**config.mk**
```make
export PLATFORM = sky130hd
export DESIGN_NAME = hd_log_matcher
export DESIGN_NICKNAME = d
export VERILOG_FILES = /design/src/rtl/hd_match_pkg.sv /design/src/rtl/hd_popcount_acc.sv /design/src/rtl/hd_lead_one.sv /design/src/rtl/hd_log2_approx.sv /design/src/rtl/hd_antilog_approx.sv /design/src/rtl/hd_log_matcher.sv
export SDC_FILE = /design/constraint.sdc
export NUM_CORES = 1
export LEC_CHECK = 0
export BUFFER_PORTS_ARGS = -buffer_cell sky130_fd_sc_hd__buf_4
export CAP_MARGIN = 20
export CORE_ASPECT_RATIO = 1.5
export CORE_MARGIN = 4
export CORE_UTILIZATION = 58
export DETAILED_ROUTE_END_ITERATION = 10
export PLACE_DENSITY = 0.87
export SLEW_MARGIN = 10
export SYNTH_ARGS = -nofsm -noshare
export SYNTH_HDL_FRONTEND = slang
export SYNTH_HIERARCHICAL = 1
export SYNTH_SLANG_ARGS = --single-unit
```
**constraint.sdc**
```tcl
create_clock -name clk -period 17.7 [get_ports clk]
set_input_delay 4.425 -clock clk [delete_from_list [all_inputs] [get_ports clk]]
set_output_delay 4.425 -clock clk [all_outputs]
set_load 0.05 [all_outputs]
```
**src/rtl/hd_match_pkg.sv**
```systemverilog
package hd_match_pkg;
  localparam int unsigned DEF_WORD_W     = 32;
  localparam int unsigned DEF_TOTAL_BITS = 16560;
  localparam int unsigned DEF_FRAC_W     = 10;

  typedef struct packed {
    logic num_zero;
    logic too_few;
  } hd_flags_t;

  function automatic int unsigned min_valid_bits(input int unsigned total);
    return total / 2 + 1;
  endfunction
endpackage

```
**src/rtl/hd_popcount_acc.sv**
```systemverilog
module hd_popcount_acc #(
  parameter int unsigned WORD_W = 32,
  parameter int unsigned CNT_W  = 15
) (
  input  logic              clk,
  input  logic              rst,
  input  logic              in_valid,
  input  logic              restart,
  input  logic [WORD_W-1:0] word,
  output logic [CNT_W-1:0]  count
);
  localparam int unsigned POP_W = $clog2(WORD_W + 1);

  logic [POP_W-1:0] pop;

  always_comb begin
    pop = '0;
    for (int i = 0; i < int'(WORD_W); i++) begin
      pop = pop + POP_W'(word[i]);
    end
  end

  always_ff @(posedge clk) begin
    if (rst) begin
      count <= '0;
    end else if (in_valid) begin
      count <= (restart ? '0 : count) + CNT_W'(pop);
    end
  end
endmodule

```
**src/rtl/hd_lead_one.sv**
```systemverilog
module hd_lead_one #(
  parameter int unsigned IN_W  = 15,
  parameter int unsigned IDX_W = 4
) (
  input  logic [IN_W-1:0]  value,
  output logic [IDX_W-1:0] idx
);
  always_comb begin
    idx = '0;
    for (int i = 0; i < int'(IN_W); i++) begin
      if (value[i]) idx = IDX_W'(i);
    end
  end
endmodule

```
**src/rtl/hd_log2_approx.sv**
```systemverilog
module hd_log2_approx #(
  parameter int unsigned IN_W   = 15,
  parameter int unsigned IDX_W  = 4,
  parameter int unsigned FRAC_W = 10
) (
  input  logic [IN_W-1:0]   value,
  output logic [IDX_W-1:0]  log_int,
  output logic [FRAC_W-1:0] log_frac
);
  localparam int unsigned EXT_W = IN_W - 1 + FRAC_W;

  logic [IDX_W-1:0] lead;
  logic [IDX_W-1:0] sh;
  logic [IN_W-1:0]  norm;
  logic [EXT_W-1:0] ext;

  hd_lead_one #(.IN_W(IN_W), .IDX_W(IDX_W)) u_lead (
    .value(value),
    .idx  (lead)
  );

  always_comb begin
    sh       = IDX_W'(IN_W - 1) - lead;
    norm     = value << sh;
    ext      = {norm[IN_W-2:0], {FRAC_W{1'b0}}};
    log_int  = lead;
    log_frac = ext[EXT_W-1 -: FRAC_W];
  end
endmodule

```
**src/rtl/hd_antilog_approx.sv**
```systemverilog
module hd_antilog_approx #(
  parameter int unsigned IDX_W  = 4,
  parameter int unsigned FRAC_W = 10
) (
  input  logic [IDX_W-1:0]  neg_int,
  input  logic [FRAC_W-1:0] neg_frac,
  output logic [FRAC_W:0]   ratio
);
  logic [FRAC_W+1:0] base;
  logic [FRAC_W+1:0] shifted;
  logic [IDX_W:0]    sh;

  always_comb begin
    base    = {2'b10, {FRAC_W{1'b0}}} - {2'b00, neg_frac};
    sh      = {1'b0, neg_int} + (IDX_W + 1)'(1);
    shifted = base >> sh;
    ratio   = shifted[FRAC_W:0];
  end
endmodule

```
**src/rtl/hd_log_matcher.sv**
```systemverilog
module hd_log_matcher
  import hd_match_pkg::*;
#(
  parameter int unsigned WORD_W     = DEF_WORD_W,
  parameter int unsigned TOTAL_BITS = DEF_TOTAL_BITS,
  parameter int unsigned FRAC_W     = DEF_FRAC_W,
  parameter int unsigned THR_NUM    = 1,
  parameter int unsigned THR_DEN    = 3
) (
  input  logic              clk,
  input  logic              rst,
  input  logic              word_valid,
  input  logic              word_last,
  input  logic [WORD_W-1:0] probe_bits,
  input  logic [WORD_W-1:0] probe_mask,
  input  logic [WORD_W-1:0] ref_bits,
  input  logic [WORD_W-1:0] ref_mask,
  output logic              res_valid,
  output logic [FRAC_W:0]   ratio,
  output logic              is_match,
  output logic              is_reject
);
  localparam int unsigned CNT_W     = $clog2(TOTAL_BITS + 1);
  localparam int unsigned IDX_W     = $clog2(CNT_W);
  localparam int unsigned LOG_W     = IDX_W + FRAC_W;
  localparam int unsigned MIN_VALID = min_valid_bits(TOTAL_BITS);
  localparam int unsigned ONE_Q     = 1 << FRAC_W;
  localparam int unsigned THR_Q     = THR_NUM * ONE_Q / THR_DEN;
  localparam logic [FRAC_W:0] THR_V = (FRAC_W + 1)'(THR_Q);

  // index 0: disagreeing valid bits, index 1: jointly valid bits
  logic [WORD_W-1:0] acc_word [2];
  logic [CNT_W-1:0]  cnt      [2];
  logic [LOG_W-1:0]  log_c    [2];
  logic [LOG_W-1:0]  log_q    [2];
  logic              fresh;
  logic              s1_go, s2_go;
  hd_flags_t         flags_q;

  always_comb begin
    acc_word[0] = (probe_bits ^ ref_bits) & probe_mask & ref_mask;
    acc_word[1] = probe_mask & ref_mask;
  end

  always_ff @(posedge clk) begin
    if (rst) begin
      fresh <= 1'b1;
      s1_go <= 1'b0;
    end else begin
      s1_go <= word_valid && word_last;
      if (word_valid) fresh <= word_last;
    end
  end

  for (genvar g = 0; g < 2; g++) begin : g_path
    logic [IDX_W-1:0]  li;
    logic [FRAC_W-1:0] lf;

    hd_popcount_acc #(.WORD_W(WORD_W), .CNT_W(CNT_W)) u_acc (
      .clk     (clk),
      .rst     (rst),
      .in_valid(word_valid),
      .restart (fresh),
      .word    (acc_word[g]),
      .count   (cnt[g])
    );

    hd_log2_approx #(.IN_W(CNT_W), .IDX_W(IDX_W), .FRAC_W(FRAC_W)) u_log (
      .value   (cnt[g]),
      .log_int (li),
      .log_frac(lf)
    );

    assign log_c[g] = {li, lf};

    always_ff @(posedge clk) begin
      if (rst) log_q[g] <= '0;
      else if (s1_go) log_q[g] <= log_c[g];
    end
  end

  always_ff @(posedge clk) begin
    if (rst) begin
      flags_q <= '0;
      s2_go   <= 1'b0;
    end else begin
      s2_go <= s1_go;
      if (s1_go) begin
        flags_q.num_zero <= (cnt[0] == '0);
        flags_q.too_few  <= (cnt[1] < CNT_W'(MIN_VALID));
      end
    end
  end

  logic [LOG_W-1:0] neg;
  logic [FRAC_W:0]  al_ratio;

  assign neg = log_q[1] - log_q[0];

  hd_antilog_approx #(.IDX_W(IDX_W), .FRAC_W(FRAC_W)) u_alog (
    .neg_int (neg[LOG_W-1:FRAC_W]),
    .neg_frac(neg[FRAC_W-1:0]),
    .ratio   (al_ratio)
  );

  always_ff @(posedge clk) begin
    if (rst) begin
      res_valid <= 1'b0;
      ratio     <= '0;
      is_match  <= 1'b0;
      is_reject <= 1'b0;
    end else begin
      res_valid <= s2_go;
      if (s2_go) begin
        if (flags_q.too_few) begin
          ratio     <= '0;
          is_match  <= 1'b0;
          is_reject <= 1'b1;
        end else if (flags_q.num_zero) begin
          ratio     <= '0;
          is_match  <= 1'b1;
          is_reject <= 1'b0;
        end else begin
          ratio     <= al_ratio;
          is_match  <= (al_ratio < THR_V);
          is_reject <= 1'b0;
        end
      end
    end
  end
endmodule

```
==> results of run 1 <==
power groups by stage:
stage	Sequential (mW)	Combinational [mW]	Clock (mW)
2_1_floorplan	0.213	0.615	0
3_3_place_gp	0.217	0.711	0
3_5_place_dp	0.218	0.747	0
4_1_cts	0.215	0.756	0.178
5_1_grt	0.217	0.844	0.186
6_report	0.215	0.757	0.175
routing by layer:
layer  track usage  wire length [um]  share of wire
met1         0.258              7680           0.35
met3        0.0412              1090          0.049
met4         0.145              1230          0.055
met5             0                 0              0
met2         0.489             12200           0.55
final cells by class:
class / instances / area, um^2 / area share
Antenna cell: 1 / 2.50 / 0.000241
Clock buffer: 11 / 264 / 0.0254
Clock inverter: 5 / 31.3 / 0.00301
Inverter: 90 / 338 / 0.0326
Multi-Input combinational cell: 805 / 6550 / 0.631
Sequential cell: 77 / 1820 / 0.176
Tap cell: 199 / 249 / 0.0240
Timing Repair Buffer: 150 / 1120 / 0.108
cell families after synthesis:
family,Yosys count,synth area share
flip-flops,77,0.204
AND/OR/NAND/NOR,370,0.232
XOR/XNOR,68,0.0684
multiplexers,45,0.0733
adder cells (fa/ha/maj),105,0.192
AO/OA/AOI/OAI,217,0.167
buffers and inverters,125,0.0638
per-stage QoR:
step	total power, mW	instance area (um^2)
2_1_floorplan	0.828	8930
3_3_place_gp	0.928	10100
3_5_place_dp	0.965	10100
4_1_cts	1.15	10400
5_1_grt	1.25	10400
6_report	1.15	10400
Yosys cell counts, types with 4 or more instances:
cell type / n / area [um^2]
a211o_1: 6 / 52.6
a211oi_1: 8 / 60.1
a21o_1: 13 / 97.6
a21oi_1: 70 / 350
a31oi_1: 6 / 37.5
and2_1: 93 / 582
and3_1: 7 / 43.8
buf_2: 6 / 30.0
buf_6: 9 / 101
clkbuf_1: 14 / 52.6
dfxtp_1: 49 / 981
edfxtp_1: 28 / 841
fa_1: 53 / 1060
ha_1: 52 / 651
inv_1: 86 / 323
mux2i_1: 26 / 260
mux4_2: 16 / 360
nand2_1: 59 / 221
nand2b_1: 14 / 87.6
nand3_1: 33 / 165
nand4_1: 10 / 62.6
nor2_1: 57 / 214
nor2b_1: 30 / 188
nor3_1: 17 / 85.1
nor4_1: 16 / 100
o211ai_1: 10 / 75.1
o21a_1: 7 / 52.6
o21ai_0: 25 / 125
o21ai_1: 5 / 25.0
o21bai_1: 4 / 30.0
o22ai_1: 5 / 31.3
o31ai_1: 6 / 45.0
or4_1: 5 / 37.5
xnor2_1: 19 / 166
xor2_1: 47 / 412
path summary, 6_finish.rpt:
kind	start	slack, ns	cells after the start	endpoint
worst min register to register	is_match	0.48	2	is_match
worst max-delay path	ref_bits[1]	6.66	25	g_path[0].u_acc/count[11]
worst min-delay path	is_match	0.48	2	is_match
worst max register to register	log_q[1][0]	13.04	21	is_match
sequential cells by signal, summed over array words and instances (netlist names):
| name | flops |
|---|---|
| g_path.u_acc/count | 30 |
| fresh | 1 |
| log_q | 28 |
| is_match | 1 |
| is_reject | 1 |
| ratio | 11 |
| s1_go | 1 |
| s2_go | 1 |
| flags_q | 2 |
| res_valid | 1 |
critical path, cell delays in order:
cell and delay [ns]:
buf_4 0.11, xor2_1 0.15, and2_1 0.15, inv_1 0.08
fa_1 0.45, fa_1 0.49, inv_1 0.05, fa_1 0.53
fa_1 0.42, fa_1 0.55, fa_1 0.49, fa_1 0.57
inv_1 0.06, fa_1 0.53, inv_1 0.07, fa_1 0.46
a21o_1 0.18, a21oi_1 0.16, xnor2_1 0.09, ha_1 0.36
a21o_1 0.21, a21oi_1 0.18, nand2_1 0.18, a31o_2 0.27
a21oi_1 0.11
==> results.sh, run 1 <==
export IMPL_yosysWarnings=6
export IMPL_dp_cells=1321
export IMPL_finalCriticalPeriod_ns=11.04
export IMPL_p_seq_frac=0.187
export IMPL_dp_hpwl_um=18500
export IMPL_root_buffer="clkbuf_16"
export IMPL_worst_pin_slew_ns=0.996
export IMPL_core_um2=15100
export IMPL_intPower_mw=0.636
export IMPL_ctsResizeCount=0
export IMPL_fmax_mhz=90.6
export IMPL_cts_sinks=77
export IMPL_wl_um=22200
export IMPL_pin_count=146
export IMPL_antenna_found_initial=1
export IMPL_crit_required_ns=17.96
export IMPL_peakVddDrop_mv=0.0827
export IMPL_setup_tns_ns=0
export IMPL_grt_max_degree=53
export IMPL_finalSetupViolations=0
export IMPL_cts_hold_buffers=0
export IMPL_worst_slack_ns=6.66
export IMPL_routabilityCongestion=0.922
export IMPL_post_drt_wl_per_cell_um=16.6
export IMPL_worstSetupStartpointType="primary input"
export IMPL_synthesis_nets=1244
export IMPL_crit_arrival_ns=11.30
export IMPL_clockPowerShare=0.153
export IMPL_fin_util=0.688
export IMPL_hp_class="reg -> reg"
export IMPL_p_comb_frac=0.660
export IMPL_slew_violations=0
export IMPL_route_detailed_drc=0
export IMPL_first_iter_violations=635
export IMPL_numPortBuffers=145
export IMPL_drtAntennaViolNets=0
export IMPL_synthCells=1007
export IMPL_cap_violations=0
export IMPL_synthArstFlopShare=0
export IMPL_synth_area_um2=8930
export IMPL_max_slew_margin=0.335
export IMPL_clock_skew_ns=0.0109
export IMPL_static_leakage_power_nw=4.56
export IMPL_die_area_um2=17500
export IMPL_insertion_delay_ns=0.33
export IMPL_first_global_vias=7943
export IMPL_synthToLayoutAreaGrowth_pct=16.2
export IMPL_grt_pass1_wl_um=36200
export IMPL_synth_edff_count=28
export IMPL_outcome="completed"
export IMPL_hold_slack_ns=0.475
export IMPL_htreeDepth=3
export IMPL_clockBufferDepth=2
export IMPL_drive_gt1_frac=0.197
export IMPL_end_kind="register"
export IMPL_finalNonFillerCells=1338
export IMPL_fillers=1106
export IMPL_initial_core_util=0.592
export IMPL_via_count=7844
export IMPL_p_per_area_nw_per_um2=111
export IMPL_grt_usage=0.258
export IMPL_syn_avg_cell_area_um2=8.87
export IMPL_hold_viol_final=0
export IMPL_layout_nets=1370
export IMPL_path_max_fanout=7
export IMPL_row_count=55
export IMPL_dp_slack_ns=6.33
export IMPL_vias_per_cell=5.86
export IMPL_final_common_cell="buf_4"
export IMPL_die_y_um=160
export IMPL_firstDrtPassIters=5
export IMPL_synth_cell_types=94
export IMPL_worstSetupPathType="in -> reg"
export IMPL_ys_ff_latch=77
export IMPL_path_clk_slew_ns=0.06
export IMPL_fin_crit_sh=0.624
export IMPL_rsz0062_at_grt="no"
export IMPL_p_sw_frac=0.446
export IMPL_dominantRegCellSynth="dfxtp_1"
export IMPL_post_cts_setup_buffers=0
export IMPL_switchingPower_mw=0.512
export IMPL_final_cell_mix="149 x buf_4, 93 x and2_1, 86 x inv_1, 68 x a21oi_1, 59 x nand2_1"
export IMPL_seq_area_frac_synth=0.204
export IMPL_cts_made_buffers=9
export IMPL_cts_tree="yes"
export IMPL_die_w_um=109
export IMPL_grt_overflow_total=0
Note: power is estimated with default switching activity, not from simulation.
==> run 2: changes to the inputs <==
ABC_AREA = 1   (was unset)
PLACE_DENSITY = 0.86   (was 0.87)
clock period = 11.02 ns   (was 17.7 ns; I/O delays follow)
==> results.sh, run 2 <==
export IMPL_cap_violations=0
export IMPL_dp_slack_ns=1.55
export IMPL_firstDrtPassIters=9
export IMPL_synthesis_nets=1710
export IMPL_synth_fa_ha_area_frac=0.180
export IMPL_place_area_um2=10600
export IMPL_fmax_mhz=109
export IMPL_final_common_cell="nand2_1"
export IMPL_p_per_area_nw_per_um2=188
export IMPL_violations="design-rule violations"
export IMPL_synthArstFlopShare=0
export IMPL_ys_top_cells_by_area="nand2_1 16%, fa_1 11%, dfxtp_1 10%"
export IMPL_cts_sinks=77
export IMPL_post_cts_setup_buffers=0
export IMPL_ys_top_cells_by_count="411 x nand2_1, 260 x inv_1, 177 x nand3_1"
export IMPL_p_total_mw=2.06
export IMPL_synth_compound_area_frac=0.0652
export IMPL_grt_max_degree=33
export IMPL_drtAntennaViolNets=0
export IMPL_peakVddDrop_mv=0.183
export IMPL_route_detailed_drc=1
export IMPL_synthCells=1473
export IMPL_die_y_um=165
export IMPL_ff_latch_area_um2=1820
export IMPL_synth_cell_types=43
export IMPL_finalSetupViolations=0
export IMPL_fillers=1447
export IMPL_die_area_um2=18500
export IMPL_setup_tns_ns=0
export IMPL_wl_um=24600
export IMPL_crit_arrival_ns=9.37
export IMPL_dominantRegCellSynth="dfxtp_1"
export IMPL_initial_core_util=0.589
export IMPL_final_cell_mix="411 x nand2_1, 260 x inv_1, 177 x nand3_1, 159 x nor2_1, 146 x buf_4"
export IMPL_grt_pass1_wl_um=41300
export IMPL_worst_pin_slew_ns=0.836
export IMPL_syn_avg_cell_area_um2=6.44
export IMPL_outcome="finished with violations"
export IMPL_synth_area_um2=9490
export IMPL_largest_reg_flops=30
export IMPL_row_count=57
export IMPL_post_drt_wl_per_cell_um=13.6
export IMPL_insertion_delay_ns=0.34
export IMPL_path_max_fanout=5
export IMPL_slew_violations=0
export IMPL_worst_slack_ns=1.89
export IMPL_first_iter_violations=605
export IMPL_layout_nets=1834
export IMPL_synthSimpleGateAreaFrac=0.380
export IMPL_synth_top_family_by_area="simple AND/OR/NAND/NOR gates"
export IMPL_yosysMostFrequentCell="nand2_1"
export IMPL_finalCriticalPeriod_ns=9.13
export IMPL_diodes=0
export IMPL_synth_edff_count=28
export IMPL_static_leakage_power_nw=5.76
export IMPL_clock_skew_ns=0.00983
export IMPL_max_slew_margin=0.441
export IMPL_ys_ff_latch=77
export IMPL_synth_top_area_frac=0.163
export IMPL_hp_class="reg -> reg"
export IMPL_hold_viol_final=0
export IMPL_clockBufferDepth=2
export IMPL_path_clk_slew_ns=0.07
export IMPL_synth_mux_area_frac=0
export IMPL_routabilityCongestion=0.957
export IMPL_fin_crit_sh=0.829
export IMPL_r2r_slack_ns=7.57
export IMPL_pin_count=146
export IMPL_via_count=9616
export IMPL_cts_made_buffers=9
export IMPL_yosysWarnings=6
export IMPL_seq_area_frac_synth=0.192
export IMPL_reg_largest_list="g_path.u_acc/count x30, log_q x28, ratio x11"
export IMPL_stdcell_area_um2=10900
export IMPL_grt_usage=0.271
export IMPL_ctsResizeCount=0
export IMPL_synth_xor_xnor_area_share=0.0499
export IMPL_dp_hpwl_um=20700
export IMPL_largest_register="g_path.u_acc/count"
export IMPL_synth_largest_area_cell="nand2_1"
export IMPL_vias_per_cell=5.32
export IMPL_crit_required_ns=11.26
export IMPL_core_um2=16100
export IMPL_numPortBuffers=145
export IMPL_antenna_found_initial=0
export IMPL_first_global_vias=9496
export IMPL_rsz0062_at_grt="no"
export IMPL_htreeDepth=3
export IMPL_multi_input_area_um2=6410
export IMPL_worstSetupStartpointType="primary input"
export IMPL_worstSetupPathType="in -> reg"
export IMPL_end_kind="register"
export IMPL_die_w_um=112
export IMPL_cts_hold_buffers=0
export IMPL_root_buffer="clkbuf_16"
export IMPL_cts_tree="yes"
export IMPL_grt_overflow_total=0
export IMPL_drive_gt1_frac=0.137
export IMPL_synthToLayoutAreaGrowth_pct=15.0
[run 2: cell count changes in the layout (fill, tap and decap cells not counted), sizes merged, moves of 11 or more]
cell,change
inv,+185
mux4,-16
xnor2,+16
nor2b,-30
nand3,+155
nand2,+364
mux2i,-26
xor2,-30
nor4,-11
and2,-93
nor2,+110
nand2b,-14
[run 2: logic make-up after synthesis]
logic type      after synthesis
simple gates                819
buf+inv                     305
compound gates              113
fa+ha+maj                   105
flops                        77
xor+xnor                     54
[run 2: layer usage]
layer	routed length, um	vias up	track usage
met2	13400	367	0.531
met5	0	-	0
met1	8730	4327	0.273
met3	1250	84	0.0370
li1	-	4838	-
met4	1240	0	0.143
[run 2: area by class of cell]
cell class,count,share of cell area
Inverter,271,0.0946
Multi-Input combinational cell,1091,0.587
Sequential cell,77,0.167
Clock inverter,7,0.00504
Tap cell,206,0.0236
Clock buffer,9,0.0206
Timing Repair Buffer,147,0.102
[run 2: stage by stage]
step | std cells | hold WS, ns | util
after floorplan | 1473 | 0.473 | -
after global placement | 1791 | 0.454 | 0.659
after detailed placement | 1791 | 0.459 | 0.659
after CTS | 1807 | 0.469 | 0.676
after global routing | 1808 | 0.501 | 0.677
final | 1808 | 0.467 | 0.677
[run 2: worst max-delay path, cell delays in order]
cell     delay (ns)
buf_4          0.11
xnor2_1        0.11
nor2_1         0.08
inv_1          0.06
fa_1           0.50
fa_1           0.50
inv_1          0.05
fa_1           0.50
fa_1           0.53
fa_1           0.44
fa_1           0.49
inv_1          0.05
fa_1           0.45
fa_1           0.49
inv_1          0.04
ha_1           0.20
fa_1           0.42
a21oi_1        0.14
o21ai_0        0.10
xor2_1         0.16
ha_1           0.35
a21oi_1        0.35
inv_1          0.07
nand2_1        0.07
nand3_1        0.12
a22oi_1        0.16
nor2_1         0.06
[run 2: final timing paths]
path	end	depth (start not counted)	from
setup / recovery	g_path[0].u_acc/count[7]	27	ref_bits[0]
hold / removal	ratio[9]	2	ratio[9]
setup reg to reg	log_q[1][9]	17	g_path[1].u_acc/count[7]
hold reg to reg	ratio[9]	2	ratio[9]
[run 2: report_power, final]
group          switching, mW  leakage [nW]  internal, mW
combinational          0.891          4.93         0.538
clock                  0.127         0.138         0.156
sequential            0.0261         0.692         0.318
total                   1.04          5.76          1.01
==> run 3: changes to the inputs <==
ABC_AREA = 0   (was 1)
PLACE_DENSITY = 0.87   (was 0.86)
clock period = 9.14 ns   (was 11.02 ns; I/O delays follow)
==> results.sh, run 3 (synthesis results as in run 1) <==
export IMPL_antenna_found_initial=2
export IMPL_cts_sinks=77
export IMPL_clock_skew_ns=0.00937
export IMPL_via_count=7859
export IMPL_worstSetupPathType="in -> reg"
export IMPL_largest_register="g_path.u_acc/count"
export IMPL_post_cts_setup_buffers=0
export IMPL_core_um2=15100
export IMPL_row_count=55
export IMPL_stdcell_area_um2=10400
export IMPL_p_per_area_nw_per_um2=212
export IMPL_fmax_mhz=113
export IMPL_top_layer="met5"
export IMPL_wl_met2_um=12000
export IMPL_drtAntennaViolNets=0
export IMPL_p_comb_frac=0.666
export IMPL_finalNonFillerCells=1339
export IMPL_switchingPower_mw=0.983
export IMPL_grt_overflow_total=0
export IMPL_static_leakage_power_nw=4.56
export IMPL_synthToLayoutAreaGrowth_pct=16.1
export IMPL_htreeDepth=3
export IMPL_intPower_mw=1.21
export IMPL_routabilityCongestion=0.929
export IMPL_p_sw_frac=0.448
export IMPL_path_clk_slew_ns=0.06
export IMPL_final_common_cell="buf_4"
export IMPL_wl_um=21900
export IMPL_dp_cells=1322
export IMPL_insertion_delay_ns=0.34
export IMPL_worst_pin_slew_ns=0.973
export IMPL_clockPowerShare=0.145
export IMPL_worstSetupStartpointType="primary input"
export IMPL_die_area_um2=17500
export IMPL_fin_crit_sh=0.970
export IMPL_crit_arrival_ns=9.13
export IMPL_cts_made_buffers=9
export IMPL_hold_viol_final=0
export IMPL_pin_count=146
export IMPL_crit_path_frequent_cell="fa_1"
export IMPL_grt_pass1_wl_um=35600
export IMPL_grt_usage=0.253
export IMPL_fillers=1180
export IMPL_slowest_stage="fa_1"
export IMPL_slew_violations=0
export IMPL_place_area_um2=10100
export IMPL_worst_path_buf_inv=5
export IMPL_outcome="completed"
export IMPL_cts_tree="yes"
export IMPL_p_seq_frac=0.190
export IMPL_ctsResizeCount=0
export IMPL_final_cell_mix="150 x buf_4, 93 x and2_1, 86 x inv_1, 68 x a21oi_1, 59 x nand2_1"
export IMPL_largest_reg_flops=30
export IMPL_diodes=0
export IMPL_cts_hold_buffers=0
export IMPL_firstDrtPassIters=5
export IMPL_max_slew_margin=0.351
export IMPL_die_y_um=160
export IMPL_wl_met1_um=7470
export IMPL_dp_hpwl_um=18200
export IMPL_root_buffer="clkbuf_16"
export IMPL_crit_required_ns=9.41
export IMPL_crit_path_max_incr_delay_ns=0.55
export IMPL_reg_largest_list="g_path.u_acc/count x30, log_q x28, ratio x11"
export IMPL_finalSetupViolations=0
export IMPL_first_iter_violations=516
export IMPL_clockBufferDepth=2
export IMPL_drive_gt1_frac=0.198
export IMPL_rsz0062_at_grt="no"
export IMPL_layout_nets=1372
export IMPL_grt_max_degree=53
export IMPL_end_kind="register"
export IMPL_vias_per_cell=5.87
export IMPL_hp_class="reg -> reg"
export IMPL_post_drt_wl_per_cell_um=16.4
export IMPL_initial_core_util=0.592
export IMPL_path_max_fanout=7
export IMPL_route_detailed_drc=0
export IMPL_first_global_vias=7923
export IMPL_peakVddDrop_mv=0.191
export IMPL_met3_length_um=1280
export IMPL_finalCriticalPeriod_ns=8.87
export IMPL_numPortBuffers=145
export IMPL_die_w_um=109
export IMPL_crit_family="adder cells"
export IMPL_cap_violations=0
-- run 3: cell count changes in the layout (fill, tap and decap cells not counted), sizes merged, moves of 11 or more --
| cell | before | now |
|---|---|---|
| nand2 | 425 | 61 |
| inv | 274 | 89 |
| nand3 | 189 | 34 |
| nor2 | 170 | 60 |
| and2 | 0 | 93 |
| nor2b | 0 | 30 |
| xor2 | 17 | 47 |
| mux2i | 0 | 26 |
| mux4 | 0 | 16 |
| xnor2 | 37 | 21 |
| nand2b | 0 | 14 |
| nor4 | 5 | 16 |
-- run 3: stage by stage --
| step | setup TNS [ns] | utilization | hold WS [ns] | power, mW | worst slack [ns] |
|---|---|---|---|---|---|
| after floorplan | 0 | - | 0.443 | 1.60 | 0.487 |
| after global placement | 0 | 0.669 | 0.465 | 1.80 | 0.125 |
| after detailed placement | -0.165 | 0.669 | 0.471 | 1.86 | -0.0473 |
| after CTS | 0 | 0.687 | 0.480 | 2.19 | 0.294 |
| after global routing | 0 | 0.688 | 0.504 | 2.41 | 0.0145 |
| final | 0 | 0.688 | 0.478 | 2.19 | 0.271 |
-- run 3: final cells by class --
cell class | count | area (um^2) | share of cell area
Clock buffer | 9 | 225 | 0.0217
Clock inverter | 7 | 41.3 | 0.00398
Inverter | 90 | 338 | 0.0326
Multi-Input combinational cell | 805 | 6550 | 0.632
Sequential cell | 77 | 1820 | 0.176
Tap cell | 199 | 249 | 0.0240
Timing Repair Buffer | 152 | 1140 | 0.110
-- run 3: path summary, 6_finish.rpt --
| check | from | to | slack (ns) | cells after the start |
|---|---|---|---|---|
| max | ref_bits[1] | g_path[0].u_acc/count[9] | 0.27 | 26 |
| min | is_match | is_match | 0.48 | 2 |
| max reg2reg | log_q[1][0] | is_match | 4.48 | 21 |
| min reg2reg | is_match | is_match | 0.48 | 2 |
-- run 3: tightest hold or removal path, cell delays in order (launching register included) --
cell,delay (ns)
dfxtp_1,0.31
inv_1,0.05
o32ai_1,0.07
-- run 3: power by group through the flow --
stage	logic [mW]	clock network, mW	registers [mW]
5_1_grt	1.65	0.338	0.420
3_3_place_gp	1.38	0	0.420
2_1_floorplan	1.19	0	0.413
3_5_place_dp	1.44	0	0.422
4_1_cts	1.45	0.323	0.415
6_report	1.46	0.317	0.416
-- run 3: layer usage --
| layer | vias up | track usage |
|---|---|---|
| met1 | 3707 | 0.253 |
| met4 | 2 | 0.126 |
| li1 | 3810 | - |
| met2 | 274 | 0.482 |
| met5 | - | 0 |
| met3 | 66 | 0.0477 |
